### config.mk
export PLATFORM = sky130hd
export DESIGN_NAME = qenc_position_top
export DESIGN_NICKNAME = d
export VERILOG_FILES = /design/src/rtl/qenc_pkg.sv /design/src/rtl/qenc_sync.sv /design/src/rtl/qenc_decoder.sv /design/src/rtl/qenc_counter.sv /design/src/rtl/qenc_position_top.sv
export SDC_FILE = /design/constraint.sdc
export NUM_CORES = 1
export LEC_CHECK = 0
export CELL_PAD_IN_SITES_DETAIL_PLACEMENT = 1
export CELL_PAD_IN_SITES_GLOBAL_PLACEMENT = 2
export CORE_AREA = 2 2 101 103
export CTS_BUF_LIST = sky130_fd_sc_hd__clkbuf_8
export DETAILED_ROUTE_END_ITERATION = 7
export DIE_AREA = 0 0 103 105
export GPL_ROUTABILITY_DRIVEN = 0
export GPL_TIMING_DRIVEN = 0
export HOLD_SLACK_MARGIN = 0.02
export PLACE_DENSITY = 0.83
export SYNTH_ARGS = -nofsm -noshare
export SYNTH_HDL_FRONTEND = slang
export SYNTH_HIERARCHICAL = 1
export SYNTH_SLANG_ARGS = --single-unit
### constraint.sdc
create_clock -name clk -period 7.1 [get_ports clk]
set_input_delay 2.13 -clock clk [delete_from_list [all_inputs] [get_ports clk]]
set_output_delay 2.13 -clock clk [all_outputs]
set_load 0.01 [all_outputs]
### src/rtl/qenc_pkg.sv
package qenc_pkg;

  typedef struct packed {
    logic run;      // counter active
    logic x4;       // 1: both phases counted, 0: phase A only
    logic idx_mode; // index-clear / error-check family
  } qenc_mode_t;

  function automatic qenc_mode_t decode_mode(input logic [2:0] m);
    qenc_mode_t r;
    r.run      = m[2];
    r.x4       = m[1];
    r.idx_mode = m[2] & ~m[0];
    return r;
  endfunction

  // Phase-state qualifier for an index clear.
  function automatic logic index_phase_ok(input logic x4, input logic [1:0] sel,
                                          input logic a, input logic b);
    if (x4) return (a == sel[0]) && (b == sel[1]);
    return ((sel[1] ? b : a) == sel[0]);
  endfunction

  // Direction of a single-phase change, given the new levels.
  function automatic logic edge_is_up(input logic a_moved, input logic a, input logic b);
    return a_moved ? (a ^ b) : ~(a ^ b);
  endfunction

endpackage

### src/rtl/qenc_sync.sv
module qenc_sync #(
  parameter int W      = 3,
  parameter int STAGES = 2
) (
  input  logic         clk,
  input  logic         rst_n,
  input  logic [W-1:0] d_in,
  output logic [W-1:0] d_out
);
  logic [W-1:0] stg [STAGES];

  always_ff @(posedge clk or negedge rst_n) begin
    if (!rst_n) begin
      for (int i = 0; i < STAGES; i++) stg[i] <= '0;
    end else begin
      stg[0] <= d_in;
      for (int i = 1; i < STAGES; i++) stg[i] <= stg[i-1];
    end
  end

  assign d_out = stg[STAGES-1];
endmodule

### src/rtl/qenc_decoder.sv
module qenc_decoder
  import qenc_pkg::*;
(
  input  logic clk,
  input  logic rst_n,
  input  logic a,
  input  logic b,
  input  logic run,
  input  logic x4,
  output logic step,
  output logic step_up,
  output logic dir_q
);
  logic pa, pb;
  logic da, db, both_moved, edge_ok;

  always_ff @(posedge clk or negedge rst_n) begin
    if (!rst_n) begin
      pa <= 1'b0;
      pb <= 1'b0;
    end else begin
      pa <= a;
      pb <= b;
    end
  end

  assign da         = a ^ pa;
  assign db         = b ^ pb;
  assign both_moved = da & db;
  assign edge_ok    = x4 ? (da ^ db) : (da & ~db);
  assign step       = run & edge_ok;
  assign step_up    = edge_is_up(da, a, b);

  always_ff @(posedge clk or negedge rst_n) begin
    if (!rst_n)    dir_q <= 1'b0;
    else if (step) dir_q <= step_up;
  end

  AST_INVALID_IGNORED: assert property (@(posedge clk) disable iff (!rst_n)
    both_moved |-> !step);
  AST_X2_PHASE_A_ONLY: assert property (@(posedge clk) disable iff (!rst_n)
    (!x4 && !da) |-> !step);
  AST_DIR_HOLDS: assert property (@(posedge clk) disable iff (!rst_n)
    !step |=> $stable(dir_q));
  AST_IDLE_NO_STEP: assert property (@(posedge clk) disable iff (!rst_n)
    !run |-> !step);
endmodule

### src/rtl/qenc_counter.sv
module qenc_counter #(
  parameter int CNT_W = 16
) (
  input  logic             clk,
  input  logic             rst_n,
  input  logic             step,
  input  logic             step_up,
  input  logic             run,
  input  logic             idx_mode,
  input  logic             idx_rise,
  input  logic             idx_ok,
  input  logic             rst_en,
  input  logic [CNT_W-1:0] max_count,
  input  logic             irq_dis,
  input  logic             err_clr,
  output logic [CNT_W-1:0] pos,
  output logic             cnt_err,
  output logic             err_irq,
  output logic             index_irq
);
  localparam logic [CNT_W-1:0] ALL_ONES = {CNT_W{1'b1}};
  localparam logic [CNT_W-1:0] ONE      = {{(CNT_W-1){1'b0}}, 1'b1};

  function automatic logic [CNT_W-1:0] next_pos(input logic [CNT_W-1:0] cur,
                                                input logic up,
                                                input logic [CNT_W-1:0] lim,
                                                input logic use_lim);
    if (up) begin
      if (use_lim && cur == lim) return '0;
      return cur + ONE;
    end
    if (use_lim && cur == '0) return lim;
    return cur - ONE;
  endfunction

  logic             use_lim, active_idx, idx_clr, err_hit;
  logic [CNT_W-1:0] nxt, err_up_val;

  assign use_lim    = run & ~idx_mode;
  assign active_idx = run & idx_mode;
  assign nxt        = next_pos(pos, step_up, max_count, use_lim);
  assign err_up_val = max_count + ONE;
  assign idx_clr    = active_idx & rst_en & idx_rise & idx_ok;
  assign err_hit    = active_idx & step & ~idx_clr &
                      (step_up ? (nxt == err_up_val) : (nxt == ALL_ONES));

  always_ff @(posedge clk or negedge rst_n) begin
    if (!rst_n)       pos <= '0;
    else if (idx_clr) pos <= '0;
    else if (step)    pos <= nxt;
  end

  always_ff @(posedge clk or negedge rst_n) begin
    if (!rst_n) begin
      cnt_err   <= 1'b0;
      err_irq   <= 1'b0;
      index_irq <= 1'b0;
    end else begin
      if (err_hit)      cnt_err <= 1'b1;
      else if (err_clr) cnt_err <= 1'b0;
      err_irq   <= err_hit & ~irq_dis;
      index_irq <= active_idx & idx_rise;
    end
  end

  AST_POS_HOLDS: assert property (@(posedge clk) disable iff (!rst_n)
    (!step && !idx_clr) |=> $stable(pos));
  AST_INDEX_CLEARS: assert property (@(posedge clk) disable iff (!rst_n)
    idx_clr |=> (pos == '0));
  AST_ERR_STICKY: assert property (@(posedge clk) disable iff (!rst_n)
    (cnt_err && !err_clr) |=> cnt_err);
  AST_ERR_IRQ_WITH_FLAG: assert property (@(posedge clk) disable iff (!rst_n)
    err_irq |-> cnt_err);
  AST_NO_ERR_OUTSIDE_IDX: assert property (@(posedge clk) disable iff (!rst_n)
    (!active_idx && !cnt_err) |=> !cnt_err);
  AST_LIMIT_BOUND: assert property (@(posedge clk) disable iff (!rst_n)
    (use_lim && pos <= max_count && !idx_clr) |=> (pos <= $past(max_count)));
endmodule

### src/rtl/qenc_position_top.sv
module qenc_position_top
  import qenc_pkg::*;
#(
  parameter int CNT_W       = 16,
  parameter int SYNC_STAGES = 2
) (
  input  logic             clk,
  input  logic             rst_n,
  input  logic             phase_a,
  input  logic             phase_b,
  input  logic             index_in,
  input  logic [2:0]       mode,
  input  logic [CNT_W-1:0] max_count,
  input  logic             idx_rst_en,
  input  logic [1:0]       idx_match,
  input  logic             err_irq_dis,
  input  logic             err_clr,
  output logic             count_pulse,
  output logic             count_up,
  output logic [CNT_W-1:0] position,
  output logic             index_irq,
  output logic             cnt_err,
  output logic             err_irq
);
  localparam int SYNC_W = 3;

  qenc_mode_t      md;
  logic [SYNC_W-1:0] synced;
  logic            s_a, s_b, s_idx, idx_prev, idx_rise, idx_ok;
  logic            step, step_up;

  assign md = decode_mode(mode);

  qenc_sync #(.W(SYNC_W), .STAGES(SYNC_STAGES)) sync_i (
    .clk   (clk),
    .rst_n (rst_n),
    .d_in  ({index_in, phase_b, phase_a}),
    .d_out (synced)
  );
  assign s_a   = synced[0];
  assign s_b   = synced[1];
  assign s_idx = synced[2];

  always_ff @(posedge clk or negedge rst_n) begin
    if (!rst_n) idx_prev <= 1'b0;
    else        idx_prev <= s_idx;
  end
  assign idx_rise = s_idx & ~idx_prev;
  assign idx_ok   = index_phase_ok(md.x4, idx_match, s_a, s_b);

  qenc_decoder dec_i (
    .clk     (clk),
    .rst_n   (rst_n),
    .a       (s_a),
    .b       (s_b),
    .run     (md.run),
    .x4      (md.x4),
    .step    (step),
    .step_up (step_up),
    .dir_q   (count_up)
  );

  qenc_counter #(.CNT_W(CNT_W)) cnt_i (
    .clk       (clk),
    .rst_n     (rst_n),
    .step      (step),
    .step_up   (step_up),
    .run       (md.run),
    .idx_mode  (md.idx_mode),
    .idx_rise  (idx_rise),
    .idx_ok    (idx_ok),
    .rst_en    (idx_rst_en),
    .max_count (max_count),
    .irq_dis   (err_irq_dis),
    .err_clr   (err_clr),
    .pos       (position),
    .cnt_err   (cnt_err),
    .err_irq   (err_irq),
    .index_irq (index_irq)
  );

  assign count_pulse = step;

  AST_INDEX_IRQ_ONLY_IDX: assert property (@(posedge clk) disable iff (!rst_n)
    (!md.idx_mode && !idx_rise) |=> !index_irq);
endmodule

==> impl_metrics.csv, run 1 <==
group,metric,value,unit
sta,period_share,81.7,%
route,first_pass_iters,5,
critical_path,reg2reg_depth,11,
finish,fillers,1248,
synth,synthFlopType,"dfrtp_1",
synth,syn_area,3300,um2
floorplan,die_area,10800,um2
placed_design,place_area,3880,um2
synth,avgSynthCellArea,7.69,um2
synth,ys_async_sr_fraction,100,%
clock_network,clk_pin_slew,0.08,ns
flow_run,maxCapViolCount,0,
clock_network,h-tree-depth,2,
route,vias,3750,
sta,tns,0,ns
clock_network,clock_tree.buffer_depth,2,
critical_path,crit_type,"in2out",
floorplan,start_util,34.2,%
route,remaining_drc_errors,0,
global_routing,overflow,0,
sta,fin_ws,1.30,ns
synth,synth_warnings,6,
sta,worstMarginPinSlew,0.888,ns
sta,slew_viol_final,0,
synth,yosysUniqueCellTypes,67,
synth,syn_nets,463,
global_routing,track_usage,26.9,%
sta,clock_skew,0.00714,ns
finish,final_layout_size_suffix_gt1_share,6.47,%
clock_network,clk_latency,0.29,ns
sta,rsz0062_at_grt,"false",
sta,max_slew_margin,40.8,%
critical_path,worstPathArrival,3.67,ns
pwr,design_power_total,1230,uW
clock_network,cts_resized,0,
run_status,status,"finished clean",
critical_path,worst_setup_path_end_kind,"primary output",
synth,synth-seq-cells,29,
synth,yosysSeqAreaShare,22.0,%
hold_path,hold_class,"reg2reg",
clock_network,cts_hold_buf,0,
global_routing,grt_max_degree,30,
finish,diodes,0,
critical_path,worstPathRequired,4.97,ns
critical_path,start_kind,"input port",
route,drt-total-wl,14100,um
route,vias_per_cell,6.13,
finish,fin_area,3980,um2
route,ant_nets,0,
critical_path,crit_fanout,6,
finish,largest_reg_flops,16,
sta,hold_violations,0,
route,wl_per_cell,23.0,um
finish,nets,512,
finish,multi_input_area,2340,um2
synth,synthCells,429,
sta,max_freq,172,MHz
clock_network,cts-buffers-inserted,5,
placed_design,dp_hpwl,11000,um
floorplan,die_w,103,um
finish,synthToLayoutAreaGrowth,20.6,%
global_routing,grt_pass1_vias,3784,
hold_path,whs_path_depth,0,
placed_design,dp_slack,1.33,ns
pwr,p_leak,0.00141,uW
pwr,ir_worst_vdd,0.000174,V
sta,fin_crit,5.80,ns
floorplan,die_h,105,um
finish,regMostFlops,"cnt_i/pos",
floorplan,row_count,36,
clock_network,postCtsSetupBuffers,0,
pwr,p_per_area,310,nW/um2
finish,seq_area,726,um2
clock_network,cts.sinks,29,
placed_design,portBuffers,42,
clock_network,cts_tree,"yes",
finish,fin_cells,612,
sta,setup_viol,0,
synth,synth_edf_count,0,
floorplan,core_area,9640,um2
placed_design,dp_cells,604,
floorplan,io_pins,50,
clock_network,ctsRootBufferMaster,"clkbuf_8",
route,dr.first_iter.drc_count,273,
global_routing,grt_pass1_wl,22100,um
global_routing,antenna_found_initial,0,
==> synth_stat cells (all sizes together), types with 5 or more instances <==
| cell type | n | area, um2 |
|---|---|---|
| a211oi | 10 | 75.1 |
| a21oi | 20 | 100 |
| and3 | 5 | 31.3 |
| and4 | 9 | 78.8 |
| buf | 11 | 78.8 |
| clkbuf | 29 | 109 |
| dfrtp | 29 | 726 |
| ha | 5 | 62.6 |
| inv | 11 | 41.3 |
| nand2 | 36 | 135 |
| nand2b | 6 | 37.5 |
| nand3 | 12 | 60.1 |
| nand4 | 18 | 113 |
| nor2 | 35 | 139 |
| nor2b | 5 | 31.3 |
| nor3 | 19 | 100 |
| nor4 | 13 | 87.6 |
| o21ai | 22 | 110 |
| o31a | 5 | 43.8 |
| or4 | 5 | 45.0 |
| xnor2 | 34 | 298 |
| xor2 | 18 | 158 |
==> through the flow <==
step / utilization (%) / hold WS (ns)
3_5_place_dp: 40.3 / 0.337
5_1_grt: 41.3 / 0.369
3_3_place_gp: 40.3 / 0.335
4_1_cts: 41.3 / 0.355
2_1_floorplan: - / 0.331
6_report: 41.3 / 0.352
==> routing by layer <==
| metal | share of wire (%) | vias to the layer above | track usage (%) | wire length [um] |
|---|---|---|---|---|
| met5 | 0 | - | 0 | 0 |
| met4 | 1.9 | 0 | 6.11 | 268 |
| met3 | 6.8 | 32 | 4.15 | 955 |
| met2 | 45 | 170 | 40.7 | 6370 |
| met1 | 46 | 1852 | 39.9 | 6470 |
| li1 | - | 1696 | - | - |
==> cells in the final DEF (no fill, tap or decap), types with 18 or more instances in the layout <==
cell / synthesis / layout
nand2_1: 36 / 36
clkdlybuf4s50_1: 0 / 41
a21oi_1: 20 / 20
dfrtp_1: 29 / 29
xnor2_1: 34 / 34
o21ai_0: 19 / 19
nand4_1: 18 / 18
xor2_1: 18 / 18
nor3_1: 18 / 18
nor2_1: 34 / 34
clkbuf_1: 29 / 29
==> critical path, cell delays in order <==
cell and delay [ns]:
clkdlybuf4s50_1 0.65, o211a_1 0.32, clkdlybuf4s50_1 0.57
==> logic make-up after synthesis <==
logic type / share of synthesized area, %
and+or+nand+nor: 29.5
AOI/OAI and AO/OA: 23.5
xor gates and xnor gates: 14.5
buffers and inverters: 6.94
DFF: 22.0
muxes: 1.67
adders and majority gates: 1.90
==> area by class of cell <==
| cell class | count | share of cell area, % |
|---|---|---|
| sequential | 29 | 18.2 |
| timing repair buffer | 42 | 10.4 |
| inverter | 11 | 1.04 |
| clock buffer | 6 | 2.08 |
| multi-input combinational | 349 | 58.9 |
| clock inverter | 2 | 0.346 |
| buffer | 40 | 4.72 |
| tap | 133 | 4.18 |
==> final timing paths <==
path                                           from                   endpoint  slack, ns
min in group asynchronous                     rst_n  cnt_i/index_irq$_DFF_PN0_       1.88
min reg2reg                 sync_i/stg[4]$_DFF_PN0_  sync_i/d_out[1]$_DFF_PN0_       0.35
max in group asynchronous                     rst_n  cnt_i/cnt_err$_DFFE_PN0P_       4.76
max reg2reg                cnt_i/pos[0]$_DFFE_PN0P_    cnt_i/err_irq$_DFF_PN0_       3.44
max                                         mode[2]                count_pulse       1.30
min                         sync_i/stg[4]$_DFF_PN0_  sync_i/d_out[1]$_DFF_PN0_       0.35
==> report_power, final <==
part	switching, uW	total [uW]	internal, uW
combinational	498	812	314
sequential	56.8	264	207
clock	76.6	155	78.7
Power figures use the tool's default switching activity.
==> run 2, diff against run 1 <==
--- a/config.mk
+++ b/config.mk
@@ -7,14 +7,14 @@
 export LEC_CHECK = 0
 export CELL_PAD_IN_SITES_DETAIL_PLACEMENT = 1
 export CELL_PAD_IN_SITES_GLOBAL_PLACEMENT = 2
-export CORE_AREA = 2 2 101 103
+export CORE_AREA = 2 2 108 110
 export CTS_BUF_LIST = sky130_fd_sc_hd__clkbuf_8
 export DETAILED_ROUTE_END_ITERATION = 7
-export DIE_AREA = 0 0 103 105
+export DIE_AREA = 0 0 110 112
 export GPL_ROUTABILITY_DRIVEN = 0
 export GPL_TIMING_DRIVEN = 0
 export HOLD_SLACK_MARGIN = 0.02
-export PLACE_DENSITY = 0.83
+export PLACE_DENSITY = 0.76
 export SYNTH_ARGS = -nofsm -noshare
 export SYNTH_HDL_FRONTEND = slang
 export SYNTH_HIERARCHICAL = 1
==> constraint.sdc (replaced) <==
create_clock -name clk -period 5.2 [get_ports clk]
set_input_delay 1.56 -clock clk [delete_from_list [all_inputs] [get_ports clk]]
set_output_delay 1.56 -clock clk [all_outputs]
set_load 0.01 [all_outputs]
==> run 2 against run 1 <==
Effect of this change: non-clock buffer count unchanged; global-route usage fell by 3.0 points; hold slack gained 0.0056 ns; via count decreased by 0.67%; final cell count grew 1.6%; critical path type is now in2reg; die area up 14%; cell area is 0.31% higher; combinational power up 37%; first-iteration DRC count is 20% higher; count of clock-buffer cells in the layout unchanged; highest routed layer unchanged; critical endpoint is now cnt_i/err_irq$_DFF_PN0_; flip-flop and latch count stayed put; register-to-register slack worse by 1.8 ns.
==> impl_metrics.csv, run 2 (synthesis gave the netlist of run 1 again) <==
group,metric,value,unit
run_status,status,"finished clean",
clock_network,cts_tree,"yes",
placed_design,dp_hpwl,11200,um
sta,hold_ws,0.358,ns
critical_path,r2r_slack,1.60,ns
placed_design,dp_cells,614,
floorplan,die_area,12300,um2
critical_path,crit_fanout,10,
route,dr.first_iter.drc_count,328,
clock_network,clock_tree.buffer_depth,2,
clock_network,clk_pin_slew,0.08,ns
critical_path,r2r_end,"cnt_i/err_irq$_DFF_PN0_",
pwr,p_leak,0.00141,uW
floorplan,row_count,39,
route,remaining_drc_errors,0,
sta,period_share,96.3,%
global_routing,grt_pass1_vias,3767,
global_routing,grt_pass1_wl,22200,um
finish,regMostFlops,"cnt_i/pos",
route,drt-total-wl,14200,um
placed_design,place_area,3890,um2
finish,final_common_cell,"clkdlybuf4s50_1",
sta,max_freq,200,MHz
sta,hold_violations,0,
clock_network,postCtsSetupBuffers,0,
pwr,design_power_total,1680,uW
sta,max_slew_margin,47.3,%
floorplan,start_util,29.5,%
floorplan,core_area,11200,um2
finish,nets,512,
sta,fin_crit,5.01,ns
finish,fin_area,3990,um2
global_routing,antenna_found_initial,0,
critical_path,worstPathArrival,5.22,ns
finish,utilization,35.7,%
finish,largest_reg_flops,16,
route,wl_per_cell,22.8,um
critical_path,worstPathRequired,5.41,ns
clock_network,ctsRootBufferMaster,"clkbuf_8",
floorplan,die_w,110,um
pwr,p_per_area,421,nW/um2
sta,worstMarginPinSlew,0.784,ns
sta,slew_viol_final,0,
critical_path,worst_setup_path_end_kind,"register",
sta,clock_skew,0.00672,ns
hold_path,hp-start,"sync_i/stg[5]$_DFF_PN0_",
global_routing,grt_max_degree,30,
critical_path,start_kind,"input port",
floorplan,die_h,112,um
flow_run,maxCapViolCount,0,
clock_network,clk_latency,0.30,ns
clock_network,cts-buffers-inserted,5,
finish,synthToLayoutAreaGrowth,20.9,%
finish,fin_cells,622,
critical_path,crit_type,"in2reg",
critical_path,rr_startpoint,"cnt_i/pos[0]$_DFFE_PN0P_",
floorplan,io_pins,50,
global_routing,overflow,0,
critical_path,reg2reg_depth,11,
route,vias,3725,
hold_path,whs_path_depth,0,
pwr,ir_worst_vdd,0.000233,V
finish,layout_common_cells,"41 x clkdlybuf4s50_1, 36 x nand2_1, 34 x nor2_1, 34 x xnor2_1",
clock_network,h-tree-depth,2,
global_routing,track_usage,23.8,%
clock_network,cts_resized,0,
route,vias_per_cell,5.99,
sta,setup_viol,0,
sta,rsz0062_at_grt,"false",
clock_network,cts.sinks,29,
finish,diodes,0,
hold_path,hold_class,"reg2reg",
route,ant_nets,0,
finish,final_layout_size_suffix_gt1_share,6.47,%
route,first_pass_iters,5,
hold_path,hold-path-endpoint,"sync_i/d_out[2]$_DFF_PN0_",
placed_design,portBuffers,42,
clock_network,cts_hold_buf,0,
-- run 2: cell type report --
class	instances	area, um2
Clock buffer	6	82.6
Clock inverter	2	13.8
Fill cell	1384	7180
Sequential cell	29	726
Timing Repair Buffer	42	415
Tap cell	143	179
Inverter	11	41.3
Multi-Input combinational cell	349	2340
Buffer	40	188
-- run 2: per-layer routing --
layer  wire length [um]  up-vias  global-route usage [%]
met2               6430      155                    36.4
met3               1050       24                    3.16
met5                  0        -                       0
met1               6450     1850                    34.8
li1                   -     1696                       -
met4                278        0                    6.92
-- run 2: metrics by stage --
stage	TNS (ns)	worst slack, ns
3_5_place_dp	-0.000528	-0.000528
4_1_cts	0	0.276
5_1_grt	0	0.00530
2_1_floorplan	0	1.34
3_3_place_gp	-0.0355	-0.0355
6_report	0	0.193
-- run 2: power by group --
part           internal (uW)  switching (uW)
logic                    429             677
clock network            107             107
registers                283            77.0
-- run 2: worst max path at each step --
stage / from / end / slack, ns
final: mode[2] / cnt_i/err_irq$_DFF_PN0_ / 0.19
after global routing: mode[2] / cnt_i/err_irq$_DFF_PN0_ / 0.005
after CTS: mode[2] / cnt_i/err_irq$_DFF_PN0_ / 0.28
after detailed placement: mode[2] / cnt_i/err_irq$_DFF_PN0_ / -0.0005
after global placement: mode[2] / cnt_i/err_irq$_DFF_PN0_ / -0.04
after floorplan: mode[2] / cnt_i/err_irq$_DFF_PN0_ / 1.34
-- run 2: worst max-delay path, cell delays in order --
cell and delay (ns):
clkdlybuf4s50_1 0.55, nor2b_1 0.27, or4b_4 0.54, nor4_1 0.62, nand2_1 0.30, buf_2 0.30, a211oi_1 0.53, or3_1 0.25
o211ai_1 0.12, nor4_2 0.17
